### src/rtl/tdm_fetch_pkg.sv
// Shared types for the TDM buffer fetcher.
// Assumes the fixed 32-bit control word layout and a 21-bit byte address space.
package tdm_fetch_pkg;
    localparam int ADDR_W = 21;
    localparam int OFF_W  = 10;

    typedef enum logic [2:0] {
        S_IDLE, S_ENT, S_CHK, S_BYTE, S_FM, S_WB, S_NEXT
    } fetch_state_t;

    typedef struct packed {
        logic [15:0] loc;
        logic        valid;
        logic        keep;
        logic        ur_en;
        logic [1:0]  rsvd;
        logic [6:0]  chan;
        logic [3:0]  strm;
    } ctl_word_t;
endpackage

### src/rtl/tdm_fetch_locdec.sv
// Decodes the packed location field into buffer base address and size mask.
// Assumes the lowest set bit among field bits 3:0 marks the size; none set means 1024 bytes.
module tdm_fetch_locdec
    import tdm_fetch_pkg::*;
(
    input  logic [15:0]       loc,
    output logic [ADDR_W-1:0] base,
    output logic [OFF_W-1:0]  mask
);
    logic [2:0] p;

    // Finds the marker bit position.
    always_comb begin
        p = 3'd4;
        for (int k = 3; k >= 0; k--) begin
            if (loc[k]) p = 3'(k);
        end
    end

    // Builds the size mask and the aligned base.
    always_comb begin
        mask = OFF_W'((64 << p) - 1);
        base = {loc[15:1], 6'b0} & ~{{(ADDR_W-OFF_W){1'b0}}, mask};
    end
endmodule

### src/rtl/tdm_fetch_offs.sv
// Stores one circular-buffer read offset per table entry.
// Assumes one read port and one write port; writes take effect on the next cycle.
module tdm_fetch_offs
    import tdm_fetch_pkg::*;
#(
    parameter int DEPTH = 16,
    localparam int IDX_W = $clog2(DEPTH)
) (
    input  logic              clk,
    input  logic              rst_n,
    input  logic [IDX_W-1:0]  rd_idx,
    output logic [OFF_W-1:0]  rd_off,
    input  logic              wr_en,
    input  logic [IDX_W-1:0]  wr_idx,
    input  logic [OFF_W-1:0]  wr_off
);
    logic [OFF_W-1:0] offs [DEPTH];

    // Holds the offsets; reset clears them all.
    always_ff @(posedge clk) begin
        if (!rst_n) begin
            for (int i = 0; i < DEPTH; i++) offs[i] <= '0;
        end else if (wr_en) begin
            offs[wr_idx] <= wr_off;
        end
    end

    assign rd_off = offs[rd_idx];
endmodule

### src/rtl/tdm_fetch_status.sv
// Sticky status bits, frame-start deadline counter and interrupt combine.
// Assumes scan_start and busy come from the scan sequencer; set wins over clear.
module tdm_fetch_status #(
    parameter int DEADLINE = 4,
    localparam int DL_W = $clog2(DEADLINE + 1)
) (
    input  logic       clk,
    input  logic       rst_n,
    input  logic       frame_start,
    input  logic       scan_start,
    input  logic       busy,
    input  logic       ur_hit,
    input  logic [1:0] sts_clr,
    input  logic [1:0] irq_en,
    output logic [1:0] sts,
    output logic       irq
);
    logic [DL_W-1:0] fs_cnt;
    logic            late;

    assign late = busy && frame_start && (fs_cnt == DL_W'(DEADLINE - 1));

    // Counts frame-starts seen while the current scan is still running.
    always_ff @(posedge clk) begin
        if (!rst_n)                                fs_cnt <= '0;
        else if (scan_start)                       fs_cnt <= '0;
        else if (busy && frame_start && fs_cnt != DL_W'(DEADLINE))
                                                   fs_cnt <= fs_cnt + 1'b1;
    end

    // Sticky status with write-one-to-clear.
    always_ff @(posedge clk) begin
        if (!rst_n) begin
            sts <= '0;
        end else begin
            sts[0] <= ur_hit | (sts[0] & ~sts_clr[0]);
            sts[1] <= late   | (sts[1] & ~sts_clr[1]);
        end
    end

    assign irq = |(sts & irq_en);

    AST_OOB_STICKY: assert property (@(posedge clk) disable iff (!rst_n)
        (sts[1] && !sts_clr[1]) |=> sts[1]);
    AST_UR_STICKY: assert property (@(posedge clk) disable iff (!rst_n)
        (sts[0] && !sts_clr[0]) |=> sts[0]);
endmodule

### src/rtl/tdm_fetch_top.sv
// Walks the control table once per frame, moves one byte per valid entry
// into frame memory, optionally writes silence back and checks underrun.
// Assumes mem_ack is a single-cycle response to a held request.
module tdm_fetch_top
    import tdm_fetch_pkg::*;
#(
    parameter int MAX_ENT  = 16,
    parameter int DEADLINE = 4,
    localparam int IDX_W = $clog2(MAX_ENT),
    localparam int CNT_W = $clog2(MAX_ENT + 1)
) (
    input  logic              clk,
    input  logic              rst_n,
    input  logic              frame_start,
    input  logic [ADDR_W-1:0] tbl_base,
    input  logic [CNT_W-1:0]  tbl_count,
    output logic              mem_req,
    output logic              mem_we,
    output logic [ADDR_W-1:0] mem_addr,
    output logic [31:0]       mem_wdata,
    input  logic [31:0]       mem_rdata,
    input  logic              mem_ack,
    output logic              fm_we,
    output logic [10:0]       fm_addr,
    output logic [7:0]        fm_data,
    output logic [IDX_W-1:0]  woff_idx,
    input  logic [OFF_W-1:0]  woff_val,
    input  logic [1:0]        sts_clr,
    input  logic [1:0]        irq_en,
    output logic [1:0]        sts,
    output logic              irq
);
    fetch_state_t      state;
    ctl_word_t         ent_q;
    logic [IDX_W-1:0]  idx_q;
    logic [CNT_W-1:0]  cnt_q;
    logic [ADDR_W-1:0] addr_q;
    logic [7:0]        byte_q;
    logic [ADDR_W-1:0] buf_base;
    logic [OFF_W-1:0]  buf_mask;
    logic [OFF_W-1:0]  cur_off;
    logic              scan_start;
    logic              ur_hit;
    logic              off_wr;
    logic              last_ent;

    tdm_fetch_locdec u_dec (
        .loc  (ent_q.loc),
        .base (buf_base),
        .mask (buf_mask)
    );

    tdm_fetch_offs #(.DEPTH(MAX_ENT)) u_offs (
        .clk    (clk),
        .rst_n  (rst_n),
        .rd_idx (idx_q),
        .rd_off (cur_off),
        .wr_en  (off_wr),
        .wr_idx (idx_q),
        .wr_off ((cur_off + 1'b1) & buf_mask)
    );

    tdm_fetch_status #(.DEADLINE(DEADLINE)) u_sts (
        .clk         (clk),
        .rst_n       (rst_n),
        .frame_start (frame_start),
        .scan_start  (scan_start),
        .busy        (state != S_IDLE),
        .ur_hit      (ur_hit),
        .sts_clr     (sts_clr),
        .irq_en      (irq_en),
        .sts         (sts),
        .irq         (irq)
    );

    assign scan_start = (state == S_IDLE) && frame_start && (tbl_count != '0);
    assign off_wr     = (state == S_CHK) && ent_q.valid;
    assign ur_hit     = off_wr && ent_q.ur_en && ((cur_off & buf_mask) == (woff_val & buf_mask));
    assign last_ent   = (CNT_W'(idx_q) + 1'b1) == cnt_q;
    assign woff_idx   = idx_q;

    // Scan sequencer: entry fetch, byte fetch, frame write, write-back.
    always_ff @(posedge clk) begin
        if (!rst_n) begin
            state  <= S_IDLE;
            ent_q  <= '0;
            idx_q  <= '0;
            cnt_q  <= '0;
            addr_q <= '0;
            byte_q <= '0;
        end else begin
            case (state)
                S_IDLE: if (scan_start) begin
                    idx_q <= '0;
                    cnt_q <= tbl_count;
                    state <= S_ENT;
                end
                S_ENT: if (mem_ack) begin
                    ent_q <= mem_rdata;
                    state <= S_CHK;
                end
                S_CHK: begin
                    addr_q <= buf_base | ADDR_W'(cur_off & buf_mask);
                    state  <= ent_q.valid ? S_BYTE : S_NEXT;
                end
                S_BYTE: if (mem_ack) begin
                    byte_q <= mem_rdata[7:0];
                    state  <= S_FM;
                end
                S_FM:   state <= ent_q.keep ? S_NEXT : S_WB;
                S_WB:   if (mem_ack) state <= S_NEXT;
                S_NEXT: begin
                    if (last_ent) state <= S_IDLE;
                    else begin
                        idx_q <= idx_q + 1'b1;
                        state <= S_ENT;
                    end
                end
                default: state <= S_IDLE;
            endcase
        end
    end

    // Drives the memory request and frame-memory write from the state.
    always_comb begin
        mem_req   = (state == S_ENT) || (state == S_BYTE) || (state == S_WB);
        mem_we    = (state == S_WB);
        mem_addr  = (state == S_ENT) ? tbl_base + {idx_q, 2'b00} : addr_q;
        mem_wdata = (state == S_WB) ? 32'h0000_00FF : 32'h0;
        fm_we     = (state == S_FM);
        fm_addr   = {ent_q.chan, ent_q.strm};
        fm_data   = byte_q;
    end

    AST_REQ_HOLD: assert property (@(posedge clk) disable iff (!rst_n)
        (mem_req && !mem_ack) |=> (mem_req && $stable(mem_addr) && $stable(mem_we) && $stable(mem_wdata)));
    AST_IDLE_QUIET: assert property (@(posedge clk) disable iff (!rst_n)
        (state == S_IDLE) |-> (!mem_req && !fm_we));
    AST_WB_AFTER_FM: assert property (@(posedge clk) disable iff (!rst_n)
        $rose(mem_req && mem_we) |-> $past(fm_we));
    AST_SKIP_NO_FM: assert property (@(posedge clk) disable iff (!rst_n)
        fm_we |-> ent_q.valid);
endmodule

### config.mk
export PLATFORM = sky130hd
export DESIGN_NAME = tdm_fetch_top
export DESIGN_NICKNAME = d
export VERILOG_FILES = /design/src/rtl/tdm_fetch_pkg.sv /design/src/rtl/tdm_fetch_locdec.sv /design/src/rtl/tdm_fetch_offs.sv /design/src/rtl/tdm_fetch_status.sv /design/src/rtl/tdm_fetch_top.sv
export SDC_FILE = /design/constraint.sdc
export NUM_CORES = 1
export LEC_CHECK = 0
export ABC_CLOCK_PERIOD_IN_PS = 3900
export CORE_ASPECT_RATIO = 1.25
export CORE_MARGIN = 1.5
export CORE_UTILIZATION = 25
export DETAILED_ROUTE_END_ITERATION = 8
export GPL_TIMING_DRIVEN = 0
export HOLD_SLACK_MARGIN = 0.05
export PLACE_DENSITY_LB_ADDON = 0.05
export SYNTH_ARGS = -nofsm -noshare
export SYNTH_HDL_FRONTEND = slang
export SYNTH_SLANG_ARGS = --single-unit
### constraint.sdc
create_clock -name clk -period 3.9 [get_ports clk]
set_clock_uncertainty 0.1 [all_clocks]
set_input_delay 0.78 -clock clk [delete_from_list [all_inputs] [get_ports clk]]
set_output_delay 0.78 -clock clk [all_outputs]
set_load 0.05 [all_outputs]
# Yosys cells after proc, flatten, opt, wreduce, memory -nomap -nowiden
# Memories as Yosys holds them, arrays and structs flattened. A register that Yosys moved wholly into a read port is not among the register bits.
# Cells that the tools add are included.
[op_classes] addsub=6 n_eq_ne=15 shifts=1 n_mux=26 bitwise_logic=15 reduce_logical=22
[ops] operator="10-bit AND" count=4
[ops] operator="3-bit two-way mux" count=9
[ops] operator="21-bit by 6-bit adder with 21-bit output" count=1
[ops] operator="21-bit AND" count=1
[ops] operator="21-bit two-way mux" count=1
[ops] operator="10-bit NOT with 21-bit output" count=1
[ops] operator="21-bit by 10-bit bitwise OR with 21-bit output" count=1
[ops] operator="3-bit case mux with 7 select lines" count=1
[ops] operator="4-bit two-way mux" count=5
[ops] operator="10-bit by 1-bit adder with 10-bit output, second input constant" count=1
[ops] operator="10-bit equality test" count=1
[ops] operator="10-bit two-way mux" count=1
[ops] operator="10-bit OR reduction" count=1
[ops] operator="7-bit by 3-bit left shift with 10-bit output, first input constant" count=1
[ops] operator="10-bit by 2-bit subtractor with 10-bit output, second input constant" count=1
[ops] operator="3-bit by 2-bit equality test with 1-bit output, second input constant" count=3
[ops] operator="3-bit equality test, second input constant" count=3
[ops] operator="1-bit logical AND" count=8
[ops] operator="8-bit two-way mux" count=1
[ops] operator="2-bit inequality test, second input constant" count=4
[ops] operator="4-bit case mux with 2 select lines" count=1
[ops] operator="1-bit two-way mux" count=6
[ops] operator="2-bit AND reduction" count=3
[ops] operator="4-bit by 1-bit adder with 5-bit output, second input constant" count=1
[ops] operator="other kinds (19)" count=25
[word_totals] register_bits=76 ramBits=160 inputBits=76 out_inout_bits=82 wordCells=99 mem_count=1
[memory_table] name="u_offs.offs" depth=16 width=10 rd=1 rd_ports_with_merged_regs=1 write_ports=16 line_no="tdm_fetch_offs.sv:17" rtl="logic [OFF_W-1:0] offs [DEPTH];"

# Depth between registers and ports, before layout
# Gate-level depths: netlist of the first run.
[logic_depth] depth_word=10 depth_mapped=15 ltp_nobuf=10

# Modules after synthesis
# A second synthesis of the first run with hierarchy kept.
[unflattened] cells_unflattened=1084 hier_area_um2=12004.0
[by_module_without_submodules] mod="tdm_fetch_offs" instances=1 cells_each=461 area_each_um2=7309.5 seq_area_each_um2=4804.6
[by_module_without_submodules] mod="tdm_fetch_top" instances=1 cells_each=556 area_each_um2=4149.0 seq_area_each_um2=1421.4
[by_module_without_submodules] mod="tdm_fetch_locdec" instances=1 cells_each=38 area_each_um2=277.8 seq_area_each_um2=0.0
[by_module_without_submodules] mod="tdm_fetch_status" instances=1 cells_each=29 area_each_um2=267.8 seq_area_each_um2=100.1

# Least setup slack after synthesis of the first run
# Ideal clock, no wire load.
[synth_path] path_type="register to output" from="reg idx_q[0] (netlist: woff_idx[0])" to="out mem_addr[18]" t_arrival_ps=3366 slack_ps=-346 stages_incl_launch_ff=11 path_cell_list="dfxtp_1 -> ha_1 -> inv_1 -> fa_1 -> nor2b_1 -> o21a_1 -> o2111ai_1 -> nor2_1 -> nand3_1 -> xor2_1 -> o21ai_0"
[synth_between] elab_chain_cells=2
[synth_lines] element="start, declared" line_no="tdm_fetch_top.sv:35" rtl="logic [IDX_W-1:0] idx_q;"
[synth_lines] element="start signal, assigned" line_no="tdm_fetch_top.sv:115" rtl="idx_q <= idx_q + 1'b1;"
[synth_lines] element="21-bit by 6-bit adder with 21-bit output" line_no="tdm_fetch_top.sv:128" rtl="mem_addr = (state == S_ENT) ? tbl_base + {idx_q, 2'b00} : addr_q;"
[synth_lines] element="21-bit two-way mux" line_no="tdm_fetch_top.sv:128"
[synth_lines] element="end, declared" line_no="tdm_fetch_top.sv:19" rtl="output logic [ADDR_W-1:0] mem_addr,"
# Every way passes these cells.

# Final worst setup path of the first run
[layout_path] from="in tbl_base[4]" to="out mem_addr[20]"
[layout_between] elab_chain_cells=2
[layout_lines] element="start, declared" line_no="tdm_fetch_top.sv:15" rtl="input logic [ADDR_W-1:0] tbl_base,"
[layout_lines] element="21-bit by 6-bit adder with 21-bit output" line_no="tdm_fetch_top.sv:128"
[layout_lines] element="21-bit two-way mux" line_no="tdm_fetch_top.sv:128"
# Every way passes these cells.

==> results by group, run 1 <==
Worst hold path
  • Worst Hold Launch: ent_q[23]
  • Worst hold path class: reg -> reg

Die
  • Initial Util: 25.33%
  • Core area: roughly 47000 um2
  • Height of the chip: ~250 um
  • Site row count: 89
  • Top Ports: ~160
  • Width of the die: approximately 200 um
  • Full die area: roughly 50000 um2

Timing
  • Slew Viols, Final: 0
  • Unrepaired setup endpoints after global routing: yes
  • Slew Limit Headroom: 34.57%
  • Final Hold Viols: 0
  • Setup TNS Final: 0 ns
  • FMAX: between 200 and 300 MHz
  • Final setup violation count: 0
  • Worst-margin pin slew: 0.9814 ns
  • Period utilization: between 90% and 100%
  • Tmin final: 3.831 ns

GRT
  • Gr ovfl total: 0
  • Pin count of the biggest net entering global routing: 18
  • Tot GR Track Use: 18.24%
  • Vias in the first global route: between 9000 and 10000
  • Global-route wire length before repair: 63.96 mm
  • Antenna violations before repair: 3

Finish
  • Filler instances: just under 5000
  • Nets@finish: ~1400
  • Layout Cells excl Fill: roughly 1900
  • P&R area growth vs syn: 27.41%
  • Share of cells above drive strength 1: 20.03%
  • Final Util: 32.27%
  • Ant diodes: 0

Critical path
  • Arr. time, crit path: slightly below 3 ns
  • CP endpoint kind: primary output
  • Crit path from: tbl_base[4]
  • Critical path class: in -> out
  • Worst EP required: ~3.0 ns
  • CP Max Fanout: 5
  • Startpoint types: primary input

Yosys
  • Sequential cell area fraction in the yosys report: roughly 53%
  • FFs w/ async S/R, synth: 0%
  • Yosys top cell area share: about two fifths
  • EDFF count, synth: 160
  • Syn Inst Count: 1099
  • Synth cell types: 68
  • Synth warn: 0
  • Largest cells by area after synthesis: edfxtp_1, dfxtp_1, mux4_2
  • Synthesized cell area: 11990 um2
  • Synthesized flop and latch total: 240
  • Yosys top cell by area: edfxtp_1
  • Synth Flop Type: edfxtp_1
  • Synth Area per Inst: 10.91 um2

Place
  • Post-DP HPWL: 31.39 mm
  • Routability cong.: approximately 0.77
  • Placed cell count: approximately 1900
  • Port Buf Inserts: 131

Detailed routing
  • Final WL: about 44 mm
  • DRC viols: 0
  • ANT nets after route: 0
  • Vias: ~9000
  • Wirelength per Cell: between 20 and 25 um
  • Initial drt markers: approximately 400
  • Via-to-Cell Ratio: 4.495
  • TritonRoute pass-1 iters: 5

Clocking
  • Num CTS Buffers: 29
  • H-tree depth: 1
  • CTS tree: done
  • Clock Path Buffers: 3
  • CTS clock-pin slew for the worst setup and hold paths: ~0.050 ns
  • Worst skew pair latency: about 0.57 ns
  • # clock sinks: 240
  • Clock root buffer: clkbuf_16
  • Post-CTS Hold Fix Bufs: 0

Power
  • Peak supply drop: around 320 uV
  • P_leak: about 5.3 nW
  • Power per cell area: about 470 nW/um2

Status
  • Status: completed

Run
  • Max cap viols: 0
critical path, stage by stage:
cell	delay [ns]
clkdlybuf4s50_1	0.52
ha_4	0.23
nor2b_2	0.15
o21a_1	0.21
o2111ai_4	0.35
buf_6	0.16
nor4_4	0.03
xnor2_1	0.14
o21ai_2	0.19
buf_6	0.19
kinds of logic after synthesis:
kind of cell	count (synthesis)	synth area share, %
fa+ha+maj	13	1.419
other cells	1	0.03128
xor+xnor	43	3.705
buf+inv	139	6.586
flops	240	53.44
simple gates	457	17.73
mux	70	10.16
compound gates	136	6.930
report_power, final:
group / switching [mW] / leakage, nW / internal, mW
Sequential: 0.0730 / 2.30 / 2.84
Combinational: 1.09 / 2.53 / 0.443
Clock: 1.12 / 0.455 / 1.64
Total: 2.28 / 5.29 / 4.92
stage by stage:
step | power (mW) | hold slack, ns | worst slack (ns) | cell area [um2]
floorplan | 3.954 | 0.3321 | 0.03168 | 12070
global placement | 4.571 | 0.3430 | -1.453 | 14180
detailed placement | 4.566 | 0.3459 | -1.441 | 14180
CTS | 7.329 | 0.3550 | -0.02400 | 15250
global route | 7.511 | 0.3688 | -0.02744 | 15270
finish | 7.205 | 0.3534 | 0.06863 | 15270
path summary, 6_finish.rpt:
kind              slack [ns]                 end  cells after the start
setup / recovery        0.07        mem_addr[20]                     10
hold / removal          0.35           ent_q[23]                      2
setup reg to reg        0.21  u_offs.offs[14][7]                     10
hold reg to reg         0.35           ent_q[23]                      2
metal layers:
metal | share of wire [%] | track usage, % | vias to the layer above
met5 | 0.089 | 0 | -
met4 | 2.9 | 5.526 | 6
met3 | 5.5 | 4.049 | 67
met2 | 51 | 32.92 | 219
met1 | 40 | 21.40 | 4262
li1 | - | - | 4188
Yosys cell counts (6+ instances only):
cell	n
nand2_1	178
edfxtp_1	160
nor2_1	148
dfxtp_1	80
a21oi_1	64
clkbuf_1	54
buf_4	47
mux4_2	35
nor3_2	30
nor3_1	27
mux2i_1	25
o21ai_0	25
nand3_1	22
xnor2_1	22
inv_1	16
nor2b_1	15
xor2_1	15
ha_1	12
buf_2	11
buf_6	6
nand4_1	6
o211ai_1	6
registers in the layout, summed over array words and instances (netlist names), 3 cells and up, named ones only:
| signal | count |
|---|---|
| u_offs.offs | 160 |
| addr_q | 21 |
| ent_q | 19 |
| fm_addr | 11 |
| fm_data | 8 |
| cnt_q | 5 |
| woff_idx | 4 |
| state | 3 |
| u_sts.fs_cnt | 3 |
cell type report:
| cell class | count | area, um2 | area share [%] |
|---|---|---|---|
| flip-flops and latches | 240 | 6414 | 41.99 |
| multi-input cells | 743 | 5060 | 33.13 |
| repair buffers | 135 | 1275 | 8.348 |
| well taps | 637 | 797.0 | 5.218 |
| clock buffers | 39 | 770.7 | 5.046 |
| plain buffers | 120 | 723.2 | 4.735 |
| clock inverters | 13 | 166.4 | 1.090 |
| inverters | 18 | 67.56 | 0.4424 |
repair_timing:
| action | CTS | global route |
|---|---|---|
| setup buffers | 3 | 1 |
| pin swaps | 8 | 6 |
| resized for setup | 100 | 41 |
| endpoints found under the setup margin | 110 | 140 |
layout by cell type (no fill, tap or decap), types with 6 or more instances in the layout:
| cell type | n |
|---|---|
| buf_2 | 19 |
| nand2_2 | 13 |
| nand2_1 | 168 |
| buf_6 | 9 |
| clkbuf_2 | 10 |
| o21ai_0 | 12 |
| o21ai_1 | 12 |
| xnor2_1 | 21 |
| ha_1 | 10 |
| nand4_1 | 6 |
| o211ai_1 | 6 |
| nor3_2 | 30 |
| nor3_1 | 27 |
| a21oi_1 | 62 |
| edfxtp_1 | 160 |
| clkbuf_16 | 29 |
| clkdlybuf4s50_1 | 108 |
| inv_1 | 14 |
| dfxtp_1 | 78 |
| nand3_1 | 21 |
| nor2b_1 | 13 |
| mux2i_1 | 23 |
| buf_4 | 50 |
| nor2_1 | 146 |
| conb_1 | 24 |
| clkbuf_1 | 57 |
| xor2_1 | 15 |
| mux4_2 | 35 |
No activity file was read; power rests on OpenSTA's default activity.
==> inputs of run 2 (changes only) <==
--- a/config.mk
+++ b/config.mk
@@ -5,10 +5,10 @@
 export SDC_FILE = /design/constraint.sdc
 export NUM_CORES = 1
 export LEC_CHECK = 0
-export ABC_CLOCK_PERIOD_IN_PS = 3900
+export ABC_CLOCK_PERIOD_IN_PS = 3850
 export CORE_ASPECT_RATIO = 1.25
 export CORE_MARGIN = 1.5
-export CORE_UTILIZATION = 25
+export CORE_UTILIZATION = 40
 export DETAILED_ROUTE_END_ITERATION = 8
 export GPL_TIMING_DRIVEN = 0
 export HOLD_SLACK_MARGIN = 0.05
==> constraint.sdc (replaced) <==
create_clock -name clk -period 3.85 [get_ports clk]
set_clock_uncertainty 0.1 [all_clocks]
set_input_delay 0.77 -clock clk [delete_from_list [all_inputs] [get_ports clk]]
set_output_delay 0.77 -clock clk [all_outputs]
set_load 0.05 [all_outputs]
==> results by group, run 2 (synthesized netlist as in run 1, its figures left out) <==
Clocking
  • Post-CTS Hold Fix Bufs: 0
  • Worst skew pair latency: 0.53 ns
  • Clock Path Buffers: 3
  • CTS tree: done
  • Num CTS Buffers: 26
  • # clock sinks: 240
  • H-tree depth: 1
  • CTS clock-pin slew for the worst setup and hold paths: ~0.060 ns
  • Clock root buffer: clkbuf_16

Finish
  • Commonest cells after routing, fill and taps aside: nand2_1, edfxtp_1, nor2_1
  • Nets@finish: between 1000 and 1500
  • Ant diodes: 0
  • Largest registers: u_offs.offs: 160 flops, addr_q: 21 flops, ent_q: 19 flops
  • Final Util: a little over 50%
  • Share of cells above drive strength 1: approximately 18%
  • Commonest non-fill, non-tap cell in the layout: nand2_1
  • P&R area growth vs syn: 23.39%
  • Largest register FFs: 160
  • Biggest register: u_offs.offs
  • Layout Cells excl Fill: approximately 1700

Worst hold path
  • Hold Path Stages: 2
  • Worst hold path class: reg -> reg
  • Worst Hold Launch: ent_q[22]
  • Endpoint, Worst Hold: ent_q[22]

Die
  • Width of the die: 157.8 um
  • Top Ports: around 160
  • Full die area: between 30000 and 40000 um2
  • Site row count: 70
  • Initial Util: 40.86%
  • Core area: ~30000 um2
  • Height of the chip: 196.6 um

Critical path
  • Worst EP required: around 3 ns
  • CP endpoint kind: primary output
  • Critical R2R Capture: u_offs.offs[15][4]
  • CP Max Fanout: 3
  • Critical path class: in -> out
  • Flop2flop setup slack: about 0.12 ns
  • Startpoint types: primary input
  • Arr. time, crit path: 2.88 ns
  • Reg2reg path depth: 11

Power
  • P_leak: about 5.2 nW
  • Final Power: 6.874 mW
  • Power per cell area: between 400 and 500 nW/um2
  • Peak supply drop: 264.3 uV

GRT
  • Pin count of the biggest net entering global routing: 18
  • Tot GR Track Use: 24.07%
  • Antenna violations before repair: 1
  • Gr ovfl total: 0
  • Vias in the first global route: 8929
  • Global-route wire length before repair: ~55 mm

Detailed routing
  • Via-to-Cell Ratio: 5.157
  • Final WL: ~37 mm
  • Initial drt markers: between 500 and 600
  • Vias: ~9000
  • Wirelength per Cell: around 21 um
  • ANT nets after route: 0
  • DRC viols: 0
  • TritonRoute pass-1 iters: 5

Timing
  • Final Hold Viols: 0
  • Hold Slack: 0.3552 ns
  • Period utilization: 97.40%
  • Slew Limit Headroom: around two fifths
  • Slew Viols, Final: 0
  • Final setup margin: approximately 0.1 ns
  • Tmin final: approximately 3.8 ns
  • FMAX: between 200 and 300 MHz
  • Worst-margin pin slew: 0.9031 ns
  • Final setup violation count: 0

Place
  • Routability cong.: 0.8403
  • DP Worst Slack: -1.258 ns
  • Post-DP HPWL: 26.25 mm
  • Port Buf Inserts: ~130
  • Placed cell count: roughly 1600

Run
  • Max cap viols: 0

Status
  • Status: completed
run 2: cell count changes in the layout (fill, tap and decap cells not counted), moves of 2 or more:
cell / before / now
clkbuf_8: 0 / 4
bufinv_16: 4 / 0
ha_4: 2 / 0
nand2_1: 168 / 175
nand2_2: 13 / 6
clkdlybuf4s15_2: 3 / 6
clkinv_1: 4 / 8
clkbuf_1: 57 / 54
clkbuf_2: 10 / 6
buf_2: 19 / 16
run 2: worst max-delay path by stage:
stage / slack (ns) / endpoint / startpoint
2_1_floorplan: -0.008 / mem_addr[18] / woff_idx[0]
4_1_cts: 0.008 / mem_addr[14] / tbl_base[2]
3_3_place_gp: -1.24 / u_offs.offs[14][2] / flip-flop
6_report: 0.1 / mem_addr[6] / tbl_base[4]
3_5_place_dp: -1.26 / u_offs.offs[10][2] / flip-flop
5_1_grt: -0.009 / mem_addr[14] / woff_idx[1]
run 2: where the power goes:
| group | total (mW) | switching [mW] | leakage, nW | internal [mW] |
|---|---|---|---|---|
| registers | 2.95 | 0.0737 | 2.30 | 2.88 |
| logic | 1.51 | 1.06 | 2.51 | 0.457 |
| clock network | 2.41 | 1.02 | 0.407 | 1.39 |
| total | 6.87 | 2.15 | 5.22 | 4.72 |
run 2: layout make-up:
class	count	area, um2
Inverter	18	67.56
Timing Repair Buffer	134	1291
Buffer	120	721.9
Fill cell	2780	14550
Sequential cell	240	6411
Tap cell	396	495.5
Multi-Input combinational cell	743	4979
Clock buffer	36	770.7
Clock inverter	12	55.05
run 2: metrics by stage:
step	cell area (um2)	setup TNS [ns]
after floorplan	12070	-0.008325
after global placement	13880	-77.75
after detailed placement	13880	-81.08
after CTS	14790	0
after global routing	14790	-0.008518
final	14790	0
run 2: what timing repair did:
| action | in CTS | in global routing |
|---|---|---|
| gates cloned | 0 | 0 |
| pin swaps | 9 | 6 |
| buffers inserted | 3 | 0 |
| endpoints found under the setup margin | 101 | 57 |
| resized for setup | 89 | 28 |
run 2: critical path, cell delays in order:
cell and delay [ns]:
clkdlybuf4s50_1 0.41, ha_1 0.34, nor2b_1 0.15, o21a_1 0.21, or2_2 0.31, xnor2_1 0.12
o21ai_0 0.16, clkdlybuf4s15_2 0.40
run 2: metal layers:
layer	global-route usage (%)	vias to the layer above	wire length, um
li1	-	4178	-
met1	28.54	4258	14100
met2	43.99	263	19260
met3	3.188	61	1871
met4	8.665	2	1255
met5	0	-	13
